<file path="config.mk">
export PLATFORM = sky130hd
export DESIGN_NAME = i2c_arb_monitor
export DESIGN_NICKNAME = d
export VERILOG_FILES = /design/src/rtl/arb_pkg.sv /design/src/rtl/arb_detect.sv /design/src/rtl/arb_irq_timer.sv /design/src/rtl/i2c_arb_monitor.sv
export SDC_FILE = /design/constraint.sdc
export NUM_CORES = 1
export LEC_CHECK = 0
export ABC_AREA = 0
export ABC_CLOCK_PERIOD_IN_PS = 1800
export CELL_PAD_IN_SITES_DETAIL_PLACEMENT = 2
export CELL_PAD_IN_SITES_GLOBAL_PLACEMENT = 2
export CORE_MARGIN = 10
export CORE_UTILIZATION = 21
export CTS_CLUSTER_DIAMETER = 100
export DETAILED_ROUTE_END_ITERATION = 10
export PLACE_DENSITY_LB_ADDON = 0.15
export SLEW_MARGIN = 20
export SYNTH_ARGS = -nofsm -noshare
export SYNTH_HDL_FRONTEND = slang
export SYNTH_SLANG_ARGS = --single-unit
</file>
<file path="constraint.sdc">
create_clock -name clk -period 1.8 [get_ports clk]
set_input_delay 0.18 -clock clk [delete_from_list [all_inputs] [get_ports clk]]
set_output_delay 0.18 -clock clk [all_outputs]
set_load 0.005 [all_outputs]
</file>
<file path="src/rtl/arb_pkg.sv">
// Shared types for the arbitration monitor.
// Assumes the bit engine encodes phases as listed in phase_e.
package arb_pkg;
    typedef enum logic [2:0] {
        PH_IDLE    = 3'd0,
        PH_ADDR    = 3'd1,
        PH_EXT     = 3'd2,
        PH_DATA    = 3'd3,
        PH_ACK     = 3'd4,
        PH_RSTART  = 3'd5,
        PH_STOPGEN = 3'd6
    } phase_e;

    typedef enum logic [2:0] {
        LC_NONE       = 3'd0,
        LC_ADDR       = 3'd1,
        LC_EXT        = 3'd2,
        LC_DATA       = 3'd3,
        LC_ACK        = 3'd4,
        LC_START_SEEN = 3'd5,
        LC_STOP_SEEN  = 3'd6,
        LC_COND_GEN   = 3'd7
    } lcode_e;
endpackage

</file>
<file path="src/rtl/arb_detect.sv">
// Combinational loss detector. It compares drive and sample values
// for the current phase and produces a loss strobe and a cause code.
// Assumes sda_in/scl_in are already synchronised and the condition
// strobes last exactly one cycle.
module arb_detect
    import arb_pkg::*;
(
    input  phase_e phase,
    input  logic   sda_in,
    input  logic   scl_in,
    input  logic   sda_drv,
    input  logic   scl_drv,
    input  logic   start_det,
    input  logic   stop_det,
    output logic   loss_now,
    output lcode_e loss_code,
    output logic   loss_is_cond
);
    logic sda_clash;
    logic scl_clash;

    assign sda_clash = scl_in & sda_drv & ~sda_in;
    assign scl_clash = scl_drv & ~scl_in;

    // Pick the cause for the current phase; a stop outranks a start.
    always_comb begin
        loss_now  = 1'b0;
        loss_code = LC_NONE;
        unique case (phase)
            PH_ADDR, PH_EXT, PH_DATA, PH_ACK: begin
                if (stop_det) begin
                    loss_now  = 1'b1;
                    loss_code = LC_STOP_SEEN;
                end else if (start_det) begin
                    loss_now  = 1'b1;
                    loss_code = LC_START_SEEN;
                end else if (sda_clash) begin
                    loss_now  = 1'b1;
                    loss_code = lcode_e'(phase);
                end
            end
            PH_RSTART: begin
                if (sda_clash || scl_clash || stop_det) begin
                    loss_now  = 1'b1;
                    loss_code = LC_COND_GEN;
                end
            end
            PH_STOPGEN: begin
                if (sda_clash) begin
                    loss_now  = 1'b1;
                    loss_code = LC_COND_GEN;
                end
            end
            default: begin
                loss_now  = 1'b0;
                loss_code = LC_NONE;
            end
        endcase
    end

    // Codes from 5 upward are condition-caused and wait for a stop.
    assign loss_is_cond = loss_now && (loss_code >= LC_START_SEEN);
endmodule

</file>
<file path="src/rtl/arb_irq_timer.sv">
// Interrupt timer. It keeps one pending request per loss and fires
// it either on the chosen SCL falling edge of the byte or on a stop
// condition. Assumes new_loss is asserted at most once between clears.
module arb_irq_timer #(
    parameter int CNT_W     = 4,
    parameter int BYTE_BITS = 8
) (
    input  logic             clk,
    input  logic             rst_n,
    input  logic             clr,
    input  logic             new_loss,
    input  logic             new_is_cond,
    input  logic             scl_fall,
    input  logic [CNT_W-1:0] bit_cnt,
    input  logic             stop_det,
    input  logic             wait9,
    input  logic             stop_ie,
    output logic             irq
);
    localparam int EARLY_EDGE = BYTE_BITS;
    localparam int LATE_EDGE  = BYTE_BITS + 1;

    logic             pend_byte;
    logic             pend_cond;
    logic [CNT_W-1:0] target;
    logic             byte_hit;
    logic             cond_hit;
    logic             fire;

    assign target   = wait9 ? CNT_W'(LATE_EDGE) : CNT_W'(EARLY_EDGE);
    assign byte_hit = pend_byte && scl_fall && (bit_cnt >= target);
    assign cond_hit = (pend_cond || (new_loss && new_is_cond)) && stop_det && stop_ie;
    assign fire     = byte_hit || cond_hit;

    // Track which kind of request is waiting for its firing point.
    always_ff @(posedge clk) begin
        if (!rst_n || clr || fire) begin
            pend_byte <= 1'b0;
            pend_cond <= 1'b0;
        end else if (new_loss) begin
            pend_byte <= ~new_is_cond;
            pend_cond <= new_is_cond;
        end
    end

    // Register the pulse so that it lasts exactly one cycle.
    always_ff @(posedge clk) begin
        if (!rst_n) irq <= 1'b0;
        else        irq <= fire && !clr;
    end
endmodule

</file>
<file path="src/rtl/i2c_arb_monitor.sv">
// Top of the arbitration monitor. It holds the lost flag and cause
// code, drives the release request and hosts the interrupt timer.
// Assumes clr is a one-cycle software strobe.
module i2c_arb_monitor
    import arb_pkg::*;
#(
    parameter int CNT_W     = 4,
    parameter int BYTE_BITS = 8
) (
    input  logic             clk,
    input  logic             rst_n,
    input  logic [2:0]       phase,
    input  logic [CNT_W-1:0] bit_cnt,
    input  logic             scl_fall,
    input  logic             start_det,
    input  logic             stop_det,
    input  logic             sda_in,
    input  logic             scl_in,
    input  logic             sda_drv,
    input  logic             scl_drv,
    input  logic             wait9,
    input  logic             stop_ie,
    input  logic             clr,
    output logic             arb_lost,
    output logic [2:0]       lost_code,
    output logic             drive_release,
    output logic             irq
);
    logic   loss_now;
    lcode_e loss_code;
    logic   loss_is_cond;
    logic   loss_evt;
    logic   lost_q;
    lcode_e code_q;

    arb_detect i_detect (
        .phase        (phase_e'(phase)),
        .sda_in       (sda_in),
        .scl_in       (scl_in),
        .sda_drv      (sda_drv),
        .scl_drv      (scl_drv),
        .start_det    (start_det),
        .stop_det     (stop_det),
        .loss_now     (loss_now),
        .loss_code    (loss_code),
        .loss_is_cond (loss_is_cond)
    );

    // Only the first loss since the last clear counts as an event.
    assign loss_evt = loss_now && !lost_q && !clr;

    // Latch flag and cause on the first loss; hold until cleared.
    always_ff @(posedge clk) begin
        if (!rst_n || clr) begin
            lost_q <= 1'b0;
            code_q <= LC_NONE;
        end else if (loss_evt) begin
            lost_q <= 1'b1;
            code_q <= loss_code;
        end
    end

    arb_irq_timer #(
        .CNT_W     (CNT_W),
        .BYTE_BITS (BYTE_BITS)
    ) i_timer (
        .clk         (clk),
        .rst_n       (rst_n),
        .clr         (clr),
        .new_loss    (loss_evt),
        .new_is_cond (loss_is_cond),
        .scl_fall    (scl_fall),
        .bit_cnt     (bit_cnt),
        .stop_det    (stop_det),
        .wait9       (wait9),
        .stop_ie     (stop_ie),
        .irq         (irq)
    );

    assign arb_lost      = lost_q;
    assign lost_code     = code_q;
    assign drive_release = lost_q || loss_now;
endmodule

</file>
### Word-level counts from Yosys, hierarchy flattened

Cells that the tools add are included.

| storage, ports and cells | value |
|---|---|
| bits in registers | 7 |
| input port bits | 19 |
| output and inout bits | 6 |
| logic and storage cells | 51 |

| cells by class | value |
|---|---|
| magnitude comparators | 2 |
| equality and inequality tests | 6 |
| multiplexer cells | 12 |
| bitwise logic cells | 6 |
| reductions and logical operators | 20 |

Operator list:

| cell | number |
|---|---|
| two-way mux 3 bit | 5 |
| equality test 3 bit (second input constant) | 3 |
| logical AND 1 bit | 9 |
| case mux 3 bit (3 select lines) | 1 |
| logical OR 1 bit | 7 |
| equality test 3 x 2 -> 1 bit (second input constant) | 2 |
| two-way mux 1 bit | 5 |
| >= comparator 4 bit | 1 |
| OR reduction 4 bit | 1 |
| AND 1 bit | 3 |
| equality test 3 x 1 -> 1 bit (second input constant) | 1 |
| >= comparator 3 bit (second input constant) | 1 |
| logical NOT 1 bit | 3 |
| NOT 1 bit | 3 |
| case mux 1 bit (3 select lines) | 1 |

### Logic depth before layout (Yosys ltp)

| depth | value |
|---|---|
| depth after elaboration | 14 |
| depth in mapped cells | 7 |

### Modules after synthesis

From an unflattened synthesis, not the netlist that was laid out.

| unflattened totals | value |
|---|---|
| cell total of the unflattened synthesis | 67 |
| area, all modules | 604.3 sq um |

By module, submodules not included:

| module | times used | cells an instance | area each (sq um) | seq. area each (sq um) |
|---|---|---|---|---|
| arb_detect | 1 | 35 | 286.5 | 0.0 |
| i2c_arb_monitor | 1 | 15 | 160.2 | 80.1 |
| arb_irq_timer | 1 | 17 | 157.7 | 60.1 |

### Least setup slack after synthesis

OpenSTA, ideal clock, no wires.

| timing | value |
|---|---|
| kind | input -> register |
| start | in bit_cnt[0] |
| end | reg i_timer.pend_byte |
| library setup time | 0.059 ns |
| arrival time | 1.525 ns |
| data required time | 1.741 ns |
| path slack | 0.216 ns |
| stages on the path | 7 |
| path buffers | 0 |
| cell sequence | inv_1 > ha_1 > or4b_2 > nand4_1 > nand2_1 > a31oi_1 > o211a_1 |

| on the way | value |
|---|---|
| word-level cells in the longest chain between the ends | 4 |

RTL lines:

| item | RTL line | RTL |
|---|---|---|
| start, declared | i2c_arb_monitor.sv:13 | `input logic [CNT_W-1:0] bit_cnt,` |
| >= comparator 4 bit | arb_irq_timer.sv:31 | `assign byte_hit = pend_byte && scl_fall && (bit_cnt >= target);` |
| logical AND 1 bit | arb_irq_timer.sv:31 |  |
| logical OR 1 bit | arb_irq_timer.sv:33 | `assign fire = byte_hit \|\| cond_hit;` |
| logical OR 1 bit | arb_irq_timer.sv:37 | `if (!rst_n \|\| clr \|\| fire) begin` |
| end signal, assigned | arb_irq_timer.sv:41 | `pend_byte <= ~new_is_cond;` |
| end, declared | arb_irq_timer.sv:23 | `logic pend_byte;` |

Every way passes these cells.
A chain may end at the register's enable or synchronous reset.

### Final worst setup path

| timing | value |
|---|---|
| start | in wait9 |
| end | reg i_timer.pend_byte |

| on the way | value |
|---|---|
| word-level cells in the longest chain between the ends | 5 |

RTL lines:

| item | RTL line | RTL |
|---|---|---|
| start, declared | i2c_arb_monitor.sv:21 | `input logic wait9,` |
| two-way mux 1 bit | arb_irq_timer.sv:30 | `assign target = wait9 ? CNT_W'(LATE_EDGE) : CNT_W'(EARLY_EDGE);` |
| >= comparator 4 bit | arb_irq_timer.sv:31 |  |
| logical AND 1 bit | arb_irq_timer.sv:31 |  |
| logical OR 1 bit | arb_irq_timer.sv:33 |  |
| logical OR 1 bit | arb_irq_timer.sv:37 |  |

Every way passes these cells.

==> impl_results.rst <==
.. list-table::
   :header-rows: 1

   * - Metric
     - Value
   * - Largest fanout on the critical path
     - 2
   * - TritonCTS clock tree
     - done
   * - Post-Synthesis Cells
     - 55
   * - Data arrival time of the critical path
     - 1870 ps
   * - Mean number of vias per cell
     - 4.89
   * - Synthesis warning total
     - 0
   * - CTS sink count
     - 7
   * - Ratio of cells with drive above 1 in the final layout
     - 32.0%
   * - Syn_nets
     - 75
   * - Async set-or-reset flop fraction in the synthesized netlist
     - 0%
   * - Placeable core region
     - 2230 um^2
   * - XOR/XNOR share of the synthesized area
     - 1.76%
   * - # DRC
     - 0
   * - Total grt overflow
     - 0
   * - Count of nets left with antenna violations after detail routing
     - 0
   * - Weighted congestion reported at the end of routability-driven placement
     - 0.725
   * - Ranking of synthesized cells by area
     - sky130_fd_sc_hd__dfxtp_1 (28%), sky130_fd_sc_hd__a311oi_4 (5.3%), sky130_fd_sc_hd__nor2_1 (4.5%)
   * - Capturing point of the worst reg2reg path
     - i_timer.pend_cond$_SDFFE_PP0N_
   * - Place WS
     - -402 ps
   * - Horiz. Die Dim
     - 68.7 um
   * - Clk network pwr share
     - 30.1%
   * - Internal power component
     - 0.000338 W
   * - Area fraction of the dominant cell type after synthesis
     - 28.1%
   * - Initial Util
     - 22.3%
   * - Path type of the worst min-delay path
     - in2reg
   * - Number of maximum-capacitance constraint violations
     - 0
   * - Worst hold path stage count
     - 3
   * - Final-report max-slew violation count
     - 0
   * - Hold-fix buffers, CTS
     - 0
   * - Relative contribution of combinational cells to total power
     - 34.7%
   * - Leak
     - 0.437 nW
   * - Setup crit start kind
     - input pin
   * - Sink of the worst hold path
     - i_timer.pend_cond$_SDFFE_PP0N_
   * - Startpoint of the tightest hold check path
     - stop_det
   * - Clock root cell
     - sky130_fd_sc_hd__clkbuf_4
   * - Reg-to-reg critical path startpoint
     - arb_lost$_SDFFE_PP0N_
   * - Average detailed-routed wire length per instance
     - 16.2 um
   * - Number of antenna violations at the first check in global routing
     - 0
   * - Finish-stage setup viols
     - 0
   * - Library cell with the largest summed area after synthesis
     - sky130_fd_sc_hd__dfxtp_1
   * - Number of DRC markers after the initial detailed-route iteration
     - 19
   * - Power per Cell Area
     - 487 nW/um^2
   * - Post-route total power
     - 0.000469 W
   * - Total of flip-flops plus latches after synthesis
     - 7
   * - Run status
     - completed
   * - Worst slew margin relative to its limit
     - 75.0%
   * - Count of fill cells added during filler insertion
     - 262
   * - Minimum period implied by the final worst setup slack
     - 1670 ps
   * - Final worst-path setup slack
     - 128 ps
   * - Worst-case register-to-register setup slack
     - 590 ps
   * - Placed wire-length estimate after detailed placement
     - 1.66 mm
   * - Avg Inst Size Synth
     - 9.05 um^2
   * - IO Count
     - 25
   * - Cells on worst reg2reg path
     - 4
   * - Largest family of logic cells by synthesized area
     - compound AO/OA/AOI/OAI gates
   * - Count of antenna diodes in the layout
     - 0
   * - Area taken by flip-flops and latches
     - 140 um^2
   * - Clock slew at the register clock pins of the worst setup and hold paths
     - 50 ps
   * - Port Buffer Count
     - 24
   * - Combined area of the multi-input logic cells
     - 384 um^2
   * - List of most frequent post-synthesis cells
     - sky130_fd_sc_hd__dfxtp_1 (7), sky130_fd_sc_hd__nor2_1 (6), sky130_fd_sc_hd__inv_1 (3), sky130_fd_sc_hd__nand2_1 (3), sky130_fd_sc_hd__nand2b_1 (3)
   * - CTS buffer count
     - 3
   * - Number of H-tree branching levels
     - 1
   * - Most used flip-flop cell after synthesis
     - sky130_fd_sc_hd__dfxtp_1
   * - Number of synthesized flops with an enable pin
     - 0
   * - Worst-Skew Late Latency
     - 250 ps
   * - TritonRoute pass-1 iters
     - 2
   * - Portion of total power attributed to sequential cells
     - 35.1%
   * - Vias
     - 611
   * - Category of the worst setup path capture point
     - flip-flop
   * - Area fraction in compound gates after synthesis
     - 32.7%
   * - Num rows
     - 17
   * - Switching power
     - 0.000132 W
   * - Post-Syn Area
     - 498 um^2
   * - Area grow syn2layout
     - 93.5%
   * - Net count of the finished layout
     - 118
   * - Synthesized-area fraction occupied by adder cells
     - 2.51%
   * - Drt total wl
     - 2.03 mm
   * - Pin count of the biggest net entering global routing
     - 8
   * - Worst supply voltage drop on vdd
     - 0.215 mV
   * - Required @ worst endpoint
     - 1990 ps
   * - Period utilization
     - 92.9%
   * - Die Footprint
     - 4720 um^2
   * - WS Path Type
     - in2reg
   * - Non-filler cells, final
     - 125
   * - Cell variety after synth
     - 32
   * - Max Clock Skew
     - 1.56 ps
   * - Highest clock frequency the design can meet
     - 0.598 GHz
   * - Post-synthesis simple-gate area fraction
     - 27.6%
   * - Unrepaired setup endpoints after global routing
     - false
   * - Multiplexer share of the synthesized area
     - 4.02%
   * - Switching power share of the total
     - 28.0%
   * - Placed instance count
     - 119
   * - CTS Buffer Depth
     - 2
   * - Crit path launch
     - wait9
   * - Global-route wire length before repair
     - 3.19 mm
   * - Global-route total usage across every layer
     - 8.64%
   * - Vias in the first global route
     - 667
   * - Transition time at the pin with the least slew margin
     - 376 ps
   * - Most used standard cell by instance count after synthesis
     - sky130_fd_sc_hd__dfxtp_1
   * - Share of synthesized area occupied by flip-flops and latches
     - 28.1%
   * - Number of hold violations in the final report
     - 0
   * - Overall die height
     - 68.7 um
## final cells by class
cell class	count	share of cell area [%]
clock buffer	4	2.73
tap	28	3.64
timing repair buffer	39	38.1
inverter	3	1.17
sequential	7	14.5
multi-input combinational	44	39.9
## state kept, by name, summed over array words and instances (netlist names)
register           flops
i_timer.pend_byte      1
i_timer.pend_cond      1
lost_code              3
i_timer.irq            1
arb_lost               1
## worst max-delay path by stage
| stage | end | slack (ps) | cells past startpoint |
|---|---|---|---|
| final | i_timer.pend_byte$_SDFFE_PP0N_ | 130 | 7 |
| after global routing | i_timer.pend_byte$_SDFFE_PP0N_ | 60 | 7 |
| after CTS | drive_release | -60 | 5 |
| after detailed placement | drive_release | -400 | 6 |
| after global placement | drive_release | -350 | 5 |
| after floorplan | i_timer.pend_byte$_SDFFE_PP0N_ | 220 | 7 |
## layout by cell type (no fill, tap or decap), types with 2 or more instances in the layout
| master | n |
|---|---|
| sky130_fd_sc_hd__clkdlybuf4s50_1 | 14 |
| sky130_fd_sc_hd__nand2b_1 | 3 |
| sky130_fd_sc_hd__dfxtp_1 | 7 |
| sky130_fd_sc_hd__dlymetal6s2s_1 | 7 |
| sky130_fd_sc_hd__dlygate4sd2_1 | 2 |
| sky130_fd_sc_hd__nor2_1 | 6 |
| sky130_fd_sc_hd__buf_4 | 14 |
| sky130_fd_sc_hd__mux2i_1 | 2 |
| sky130_fd_sc_hd__or3_1 | 2 |
| sky130_fd_sc_hd__clkbuf_4 | 3 |
| sky130_fd_sc_hd__inv_1 | 3 |
| sky130_fd_sc_hd__nand3_1 | 2 |
| sky130_fd_sc_hd__nand2_1 | 2 |
## per-layer routing
metal / vias up / GRT usage [%] / routed length [um]
met2: 15 / 16.4 / 1200
met4: 0 / 3.69 / 19
met5: - / 0 / 0
met1: 297 / 8.93 / 728
met3: 2 / 1.77 / 83
li1: 297 / - / -
## worst max-delay path, stage by stage
cell and delay, ps:
sky130_fd_sc_hd__clkdlybuf4s50_1 410, sky130_fd_sc_hd__ha_1 290, sky130_fd_sc_hd__or4b_4 470, sky130_fd_sc_hd__nand4_1 120
sky130_fd_sc_hd__nand2_2 90, sky130_fd_sc_hd__a31oi_2 150, sky130_fd_sc_hd__o211a_1 150
## cells by family (layout without fill, tap and decap cells)
group / after synthesis / in the layout
fa+ha+maj: 1 / 1
compound gates: 16 / 16
flops: 7 / 7
xor+xnor: 1 / 1
buf+inv: 4 / 46
mux: 2 / 2
simple gates: 24 / 24
## power groups by stage
stage	registers (W)	logic [W]	clock network [W]
2_1_floorplan	0.000168	0.0000603	0
3_3_place_gp	0.000168	0.000152	0
3_5_place_dp	0.000168	0.000158	0
4_1_cts	0.000165	0.000159	0.000151
5_1_grt	0.000166	0.000179	0.000162
6_report	0.000165	0.000163	0.000141
## what timing repair did
item,CTS,global route
resized for setup,8,15
pin swaps,3,9
setup buffers,1,1
endpoints found under the setup margin,4,7
hold endpoints to repair,0,0
## through the flow
stage	util [%]	instance area, um^2	setup TNS [ps]	hold slack (ps)
finish	43.1	963	0	464
global route	43.1	963	0	513
CTS	40.8	912	-65.0	506
detailed placement	38.8	866	-2020	493
global placement	38.8	866	-1780	480
floorplan	-	498	0	272
(Power assumes the default switching activity.)
